### src/rtl/eis_pkg.sv
package eis_pkg;

   typedef enum logic [1:0] {
      SENSE_LOW  = 2'b00,
      SENSE_RSVD = 2'b01,
      SENSE_FALL = 2'b10,
      SENSE_RISE = 2'b11
   } sense_e;

   function automatic int unsigned id_width(input int unsigned n);
      return (n > 1) ? $clog2(n) : 1;
   endfunction

endpackage

### src/rtl/eis_sync.sv
module eis_sync #(
   parameter int unsigned WIDTH   = 2,
   parameter int unsigned STAGES  = 2,
   parameter bit          RST_VAL = 1'b1
) (
   input  logic             clk,
   input  logic             rst_n,
   input  logic [WIDTH-1:0] d_i,
   output logic [WIDTH-1:0] q_o
);

   logic [WIDTH-1:0] chain [STAGES];

   always_ff @(posedge clk or negedge rst_n) begin
      if (!rst_n) begin
         for (int i = 0; i < int'(STAGES); i++) chain[i] <= {WIDTH{RST_VAL}};
      end else begin
         chain[0] <= d_i;
         for (int i = 1; i < int'(STAGES); i++) chain[i] <= chain[i-1];
      end
   end

   assign q_o = chain[STAGES-1];

endmodule

### src/rtl/eis_detect.sv
module eis_detect
   import eis_pkg::*;
#(
   parameter bit IDLE_VAL = 1'b1
) (
   input  logic   clk,
   input  logic   rst_n,
   input  logic   smp_i,
   input  sense_e mode_i,
   input  logic   clr_i,
   output logic   pend_o
);

   logic prev_q;
   logic flag_q;
   logic rise, fall, set_edge, level_req;

   always_comb begin
      rise      = !prev_q &&  smp_i;
      fall      =  prev_q && !smp_i;
      set_edge  = ((mode_i == SENSE_FALL) && fall) ||
                  ((mode_i == SENSE_RISE) && rise);
      level_req = (mode_i == SENSE_LOW) && !smp_i;
   end

   // prev_q follows the sample in every mode, so a mode switch can see a stale transition
   always_ff @(posedge clk or negedge rst_n) begin
      if (!rst_n) begin
         prev_q <= IDLE_VAL;
         flag_q <= 1'b0;
      end else begin
         prev_q <= smp_i;
         flag_q <= set_edge || (flag_q && !clr_i);
      end
   end

   assign pend_o = flag_q || level_req;

endmodule

### src/rtl/eis_arbiter.sv
module eis_arbiter #(
   parameter int unsigned NUM_IN = 2,
   parameter int unsigned IDW    = 1
) (
   input  logic [NUM_IN-1:0] req_i,
   input  logic              gie_i,
   output logic              irq_o,
   output logic [IDW-1:0]    id_o
);

   always_comb begin
      id_o = '0;
      for (int k = int'(NUM_IN) - 1; k >= 0; k--) begin
         if (req_i[k]) id_o = IDW'(k);
      end
      irq_o = gie_i && (req_i != '0);
   end

endmodule

### src/rtl/ext_irq_sense.sv
module ext_irq_sense
   import eis_pkg::*;
#(
   parameter int unsigned NUM_IN      = 2,
   parameter int unsigned SYNC_STAGES = 2,
   parameter bit          PIN_IDLE    = 1'b1,
   localparam int unsigned IDW        = id_width(NUM_IN),
   localparam int unsigned CFGW       = 2 * NUM_IN
) (
   input  logic              clk,
   input  logic              rst_n,
   input  logic [NUM_IN-1:0] pin_i,
   input  logic [CFGW-1:0]   sense_cfg_i,
   input  logic [NUM_IN-1:0] mask_i,
   input  logic              gie_i,
   input  logic [NUM_IN-1:0] ack_i,
   input  logic              clr_wr_i,
   input  logic [NUM_IN-1:0] clr_data_i,
   output logic [NUM_IN-1:0] pend_o,
   output logic              irq_o,
   output logic [IDW-1:0]    irq_id_o
);

   if (NUM_IN < 1) begin : g_bad_num
      $error("ext_irq_sense: NUM_IN must be at least 1");
   end
   if (SYNC_STAGES < 2) begin : g_bad_sync
      $error("ext_irq_sense: SYNC_STAGES must be at least 2");
   end

   logic [NUM_IN-1:0] pin_s;
   logic [NUM_IN-1:0] clr_vec;

   eis_sync #(
      .WIDTH  (NUM_IN),
      .STAGES (SYNC_STAGES),
      .RST_VAL(PIN_IDLE)
   ) u_sync (
      .clk  (clk),
      .rst_n(rst_n),
      .d_i  (pin_i),
      .q_o  (pin_s)
   );

   assign clr_vec = ack_i | (clr_data_i & {NUM_IN{clr_wr_i}});

   for (genvar k = 0; k < int'(NUM_IN); k++) begin : g_in
      eis_detect #(
         .IDLE_VAL(PIN_IDLE)
      ) u_det (
         .clk   (clk),
         .rst_n (rst_n),
         .smp_i (pin_s[k]),
         .mode_i(sense_e'(sense_cfg_i[2*k +: 2])),
         .clr_i (clr_vec[k]),
         .pend_o(pend_o[k])
      );
   end

   eis_arbiter #(
      .NUM_IN(NUM_IN),
      .IDW   (IDW)
   ) u_arb (
      .req_i(pend_o & mask_i),
      .gie_i(gie_i),
      .irq_o(irq_o),
      .id_o (irq_id_o)
   );

endmodule

### config.mk
export PLATFORM = sky130hd
export DESIGN_NAME = ext_irq_sense
export DESIGN_NICKNAME = d
export VERILOG_FILES = /design/src/rtl/eis_pkg.sv /design/src/rtl/eis_sync.sv /design/src/rtl/eis_detect.sv /design/src/rtl/eis_arbiter.sv /design/src/rtl/ext_irq_sense.sv
export SDC_FILE = /design/constraint.sdc
export NUM_CORES = 1
export LEC_CHECK = 0
export ABC_AREA = 1
export BUFFER_PORTS_ARGS = -buffer_cell sky130_fd_sc_hd__buf_2
export CORE_AREA = 2 2 39 41
export CTS_CLUSTER_SIZE = 28
export DETAILED_ROUTE_END_ITERATION = 8
export DIE_AREA = 0 0 41 43
export PLACE_DENSITY_LB_ADDON = 0.25
export SETUP_SLACK_MARGIN = 0.15
export SYNTH_ARGS = -nofsm -noshare
export SYNTH_HDL_FRONTEND = slang
export SYNTH_SLANG_ARGS = --single-unit
export TNS_END_PERCENT = 20
### constraint.sdc
create_clock -name clk -period 1.25 [get_ports clk]
set_input_delay 0.25 -clock clk [delete_from_list [all_inputs] [get_ports clk]]
set_output_delay 0.25 -clock clk [all_outputs]
set_load 0.005 [all_outputs]
## Word level (Yosys, flattened, before mapping)

Cells that the tools add are included.

| word-level totals | value |
|---|---|
| memory bits (read-only) | 0 |
| bits in writable memories | 0 |
| flip-flop bits (word level) | 8 |
| word-level logic and storage cells | 43 |
| bits of input ports | 16 |
| latch bits | 0 |
| output and inout bits | 4 |
| memories | 0 |

| operators by class | value |
|---|---|
| multiply operators | 0 |
| order comparisons | 0 |
| div/mod/pow operators | 0 |
| muxes and demuxes | 2 |
| shift-type cells | 0 |
| reductions and logical operators | 28 |
| bitwise logic cells | 3 |
| $add $sub $neg | 0 |
| equal/unequal tests | 4 |

Operators by type and width:

| kind | count |
|---|---|
| logical AND 1 bit | 13 |
| == test 2 bit, second input constant | 4 |
| zero test 1 bit | 6 |
| logical OR 1 bit | 6 |
| bitwise AND 2 bit | 2 |
| zero test 2 bit | 2 |
| 2-to-1 mux 1 bit | 2 |
| OR 2 bit | 1 |
| nonzero test 2 bit | 1 |

## Logic depth before layout (Yosys ltp)

| depth | value |
|---|---|
| depth in word-level cells | 6 |
| mapped depth | 5 |
| mapped depth without buffers | 5 |

## Cells and area by module

Synthesis repeated with hierarchy kept, for this count alone.

| unflattened totals | value |
|---|---|
| cell total of the unflattened synthesis | 51 |
| area total of the unflattened synthesis | 406.6 um^2 |

By module, submodules not included:

| module | times used | sequential area each (um^2) | area an instance (um^2) | cells each |
|---|---|---|---|---|
| eis_detect | 2 | 51.3 | 115.1 | 15 |
| eis_sync | 1 | 105.1 | 120.1 | 6 |
| ext_irq_sense | 1 | 0.0 | 37.5 | 10 |
| eis_arbiter | 1 | 0.0 | 18.8 | 5 |

## Worst setup path before layout

OpenSTA, ideal clock, no wires.

| path | value |
|---|---|
| kind | flip-flop to output port |
| from | register u_sync.chain (netlist bit u_sync.q_o[0]) |
| to | output irq_id_o |
| stages on the path, launching flop included | 5 |
| setup slack | 0.159 ns |
| required time | 1.000 ns |
| arrival | 0.841 ns |
| buffers on the path | 0 |
| cell sequence | dfstp_2 inv_1 nand2_1 nand2_2 a21oi_1 |

| on the way | value |
|---|---|
| word-level cells in the longest chain between the ends | 5 |

RTL lines:

| what | RTL line | source |
|---|---|---|
| from (decl) | eis_sync.sv:12 | `logic [WIDTH-1:0] chain [STAGES];` |
| zero test 1 bit | eis_detect.sv:23 | `level_req = (mode_i == SENSE_LOW) && !smp_i;` |
| logical AND 1 bit | eis_detect.sv:23 |  |
| logical OR 1 bit | eis_detect.sv:37 | `assign pend_o = flag_q \|\| level_req;` |
| net g_in[0].u_det.pend_o | eis_detect.sv:11 | `output logic pend_o` |
| bitwise AND 2 bit | ext_irq_sense.sv:64 | `.req_i(pend_o & mask_i),` |
| 2-to-1 mux 1 bit | eis_arbiter.sv:14 | `if (req_i[k]) id_o = IDW'(k);` |
| to (decl) | ext_irq_sense.sv:21 | `output logic [IDW-1:0] irq_id_o` |

The timed path passes the listed nets, and every way through them passes these cells.

## Worst setup path after layout

| path | value |
|---|---|
| from | register u_sync.chain (netlist bit u_sync.q_o[1]) |
| to | output irq_o |

| on the way | value |
|---|---|
| word-level cells in the longest chain between the ends | 6 |

RTL lines:

| what | RTL line | source |
|---|---|---|
| zero test 1 bit | eis_detect.sv:23 |  |
| logical AND 1 bit | eis_detect.sv:23 |  |
| logical OR 1 bit | eis_detect.sv:37 |  |
| bitwise AND 2 bit | ext_irq_sense.sv:64 |  |
| nonzero test 2 bit | eis_arbiter.sv:16 | `irq_o = gie_i && (req_i != '0);` |
| logical AND 1 bit | eis_arbiter.sv:16 |  |
| to (decl) | ext_irq_sense.sv:20 | `output logic irq_o,` |

Every way passes these cells.

==> impl_metrics.toml <==
[cts]
tritoncts_clock_tree = "yes"
clock_tree.htree_level_count = 1
cts_max_path_buffers = 2
clock_sink_count = 8
clock_tree_root_driver_cell = "clkbuf_4"
clkSlewWorstSetupHoldPaths_ns = 0.05
postCtsSetupBuffers = 0
number_of_clock_buffers_inserted_by_tritoncts = 3
worstSkewPairLatency_ns = 0.24

[worst_setup_path]
critical_path.startpoint = "u_sync.q_o[1]$_DFF_PN1_"
timing.critical_path.arrival_ns = 1.17
critical_path.reg2reg.endpoint = "g_in[0].u_det.flag_q$_DFF_PN0_"
r2r_setup_slk_ns = 0.26
timing.critical_path.from_type = "register"
critical_path_class = "register to output port"
endpoint_kind = "output port"
reg2regPathDepth = 4
timing.rr.start = "u_sync.q_o[0]$_DFF_PN1_"
crit_required_ns = 1.00
worst-path-max-fanout = 3

[yosys]
postSynthCellCount = 37
synthDominantCellAreaShare = 0.450
asr_flop_ratio_synth = 1.00
synth_commonest_cells = "6 x dfstp_2, 6 x nand2_1, 5 x a21oi_1, 5 x inv_1"
syn-cell-area_um2 = 350
synth.area.top_cells = "dfstp_2 45%, dfrtp_1 14%, a21oi_1 7.1%"
leading_area_contributor_after_synthesis = "dfstp_2"
synth_edf_count = 0
yosys_register_bits = 8
ys.warnings.count = 0
ys_dominant_reg_cell = "dfstp_2"
synthDistinctLibCells = 10
post_synth.cell_area_avg_um2 = 9.47
syn_nets = 53
sequential_cell_area_fraction_in_the_yosys_report = 0.593

[cells_and_area]
num_antenna_cells = 0
drive_above_1_share = 0.655
num-fill-cells = 149
area_growth_syn_to_layout_pct = 40.4
postLayoutCoreUtil = 0.355
nets = 76

[status]
failed_checks = "negative setup slack"
status = "finished with violations"

[hold_path]
hold_class = "primary input to register"
worstHoldStart = "pin_i[0]"
min_path_cells = 1
worst_hold_path.endpoint = "u_sync.chain[2]$_DFF_PN1_"

[sta]
max-slew-margin-rel = 0.887
layout_worst_path_cycle_share = 1.14
timing_worst_slew_pin_value_ns = 0.170
rsz0062_at_grt = "true"
fmax_ghz = 0.704
final_critical_path_setup_slack_ns = -0.170
layout_min_cycle_time_ns = 1.42
report.final.setup_viol = 4
final-hold-violation-count = 0
number_of_pins_exceeding_their_max_slew_limit_in_the_final_report = 0
tns_ns = -0.411
finClkSkew_ns = 0.0000940

[drt]
drt-pass1-iter-count = 1
wl_um = 569
initialDrtViolationCount = 0
detail_route.vias_per_cell = 4.08
post-route-drc-count = 0
detail-route-antenna-nets = 0
vias = 302
avgRoutedWirePerCell_um = 7.69

[flow_run]
drv.max_cap_violation_count = 0

[die]
die_area_um2 = 1760
fp.dieH_um = 43
initial_core_util = 0.253
fp.coreArea_um2 = 1380
die_x_um = 41
number_of_placement_rows = 14
num_io_pins = 20

[place]
placed_wire_length_estimate_um = 477
finalWeightedCongestion = 0.552
post-place-ws_ns = 0.0476
port_buffers = 19

[global_route]
antenna_found_initial = 0
use_met3 = 0.0157
gr-max-usage-layer = "met2"
grt_start_max_net_pins = 9
overflow_left_after_global_routing = 0
grt_pass1_wl_um = 821
groute.usage.overall = 0.0754
globalRouteMet2Util = 0.113
via_count_of_the_first_global_routing_pass = 244
groute.layer.met1.usage = 0.0676

[power_and_ir_drop]
ir_drop_v = 0.000425
power.density_cell_area_nw_per_um2 = 1140
p_leak_uw = 0.000248
==> sequential cells by signal, indices dropped and copies added, names as in the netlist <==
register,cells
g_in.u_det.prev_q,2
g_in.u_det.flag_q,2
u_sync.q_o,2
u_sync.chain,2
==> final cells by class <==
class / count / area (um2) / share of cell area
timing repair buffer: 20 / 105 / 0.214
inverter: 5 / 18.8 / 0.0382
clock buffer: 3 / 22.5 / 0.0458
multi-input combinational: 22 / 118 / 0.239
sequential: 8 / 208 / 0.422
tap: 16 / 20.0 / 0.0407
==> power by group <==
part | internal [uW] | switching, uW | total (uW)
registers | 283 | 7.53 | 291
logic | 43.9 | 43.3 | 87.2
clock network | 109 | 74.8 | 184
total | 436 | 126 | 562
==> layout by cell type (no fill, tap or decap) <==
cell type and n:
nand2_2 6, inv_2 2, buf_2 19, dfrtp_1 2, nand2_1 4, a21oi_2 2, o21ai_0 3, dlygate4sd3_1 1
clkbuf_4 3, dfstp_2 6, a21oi_1 4, inv_1 3, o21ai_1 1, nor2_1 2
==> worst max-delay path by stage <==
stage | to | slack, ns | cells past startpoint
global placement | irq_id_o | 0.07 | 5
finish | irq_o | -0.17 | 6
floorplan | irq_id_o | 0.16 | 4
global route | irq_id_o | -0.26 | 5
CTS | irq_id_o | -0.18 | 5
detailed placement | irq_id_o | 0.05 | 5
==> cell families after synthesis <==
kind of cell,count (synthesis),share of synthesized area
and+or+nand+nor,12,0.157
AOI/OAI and AO/OA,10,0.154
buffers and inverters,7,0.0964
DFF,8,0.593
==> layer usage <==
metal,routed length [um],up-vias,part of all wire
met4,0,0,0
li1,-,157,-
met2,275,16,0.48
met5,0,-,0
met3,77,0,0.14
met1,216,129,0.38
==> critical path: stages (launching register included) <==
cell and delay [ns]:
dfstp_2 0.53, inv_2 0.04, nand2_2 0.05, nand2_2 0.05, nand2_2 0.09, a21oi_2 0.05
buf_2 0.12
==> stage by stage <==
stage | cells | hold slack, ns | instance area [um2] | total power, uW
floorplan | 37 | -0.0456 | 350 | 339
global placement | 70 | 0.0945 | 450 | 375
detailed placement | 70 | 0.0954 | 450 | 376
CTS | 74 | 0.0911 | 488 | 576
global route | 74 | 0.0771 | 492 | 612
finish | 74 | 0.104 | 492 | 562
==> what timing repair did <==
item,in CTS,in global routing
pin swaps,5,1
endpoints found under the setup margin,4,5
endpoints found under the hold margin,2,0
hold buffers,1,0
gates resized for setup,4,2
(Power assumes the default switching activity.)
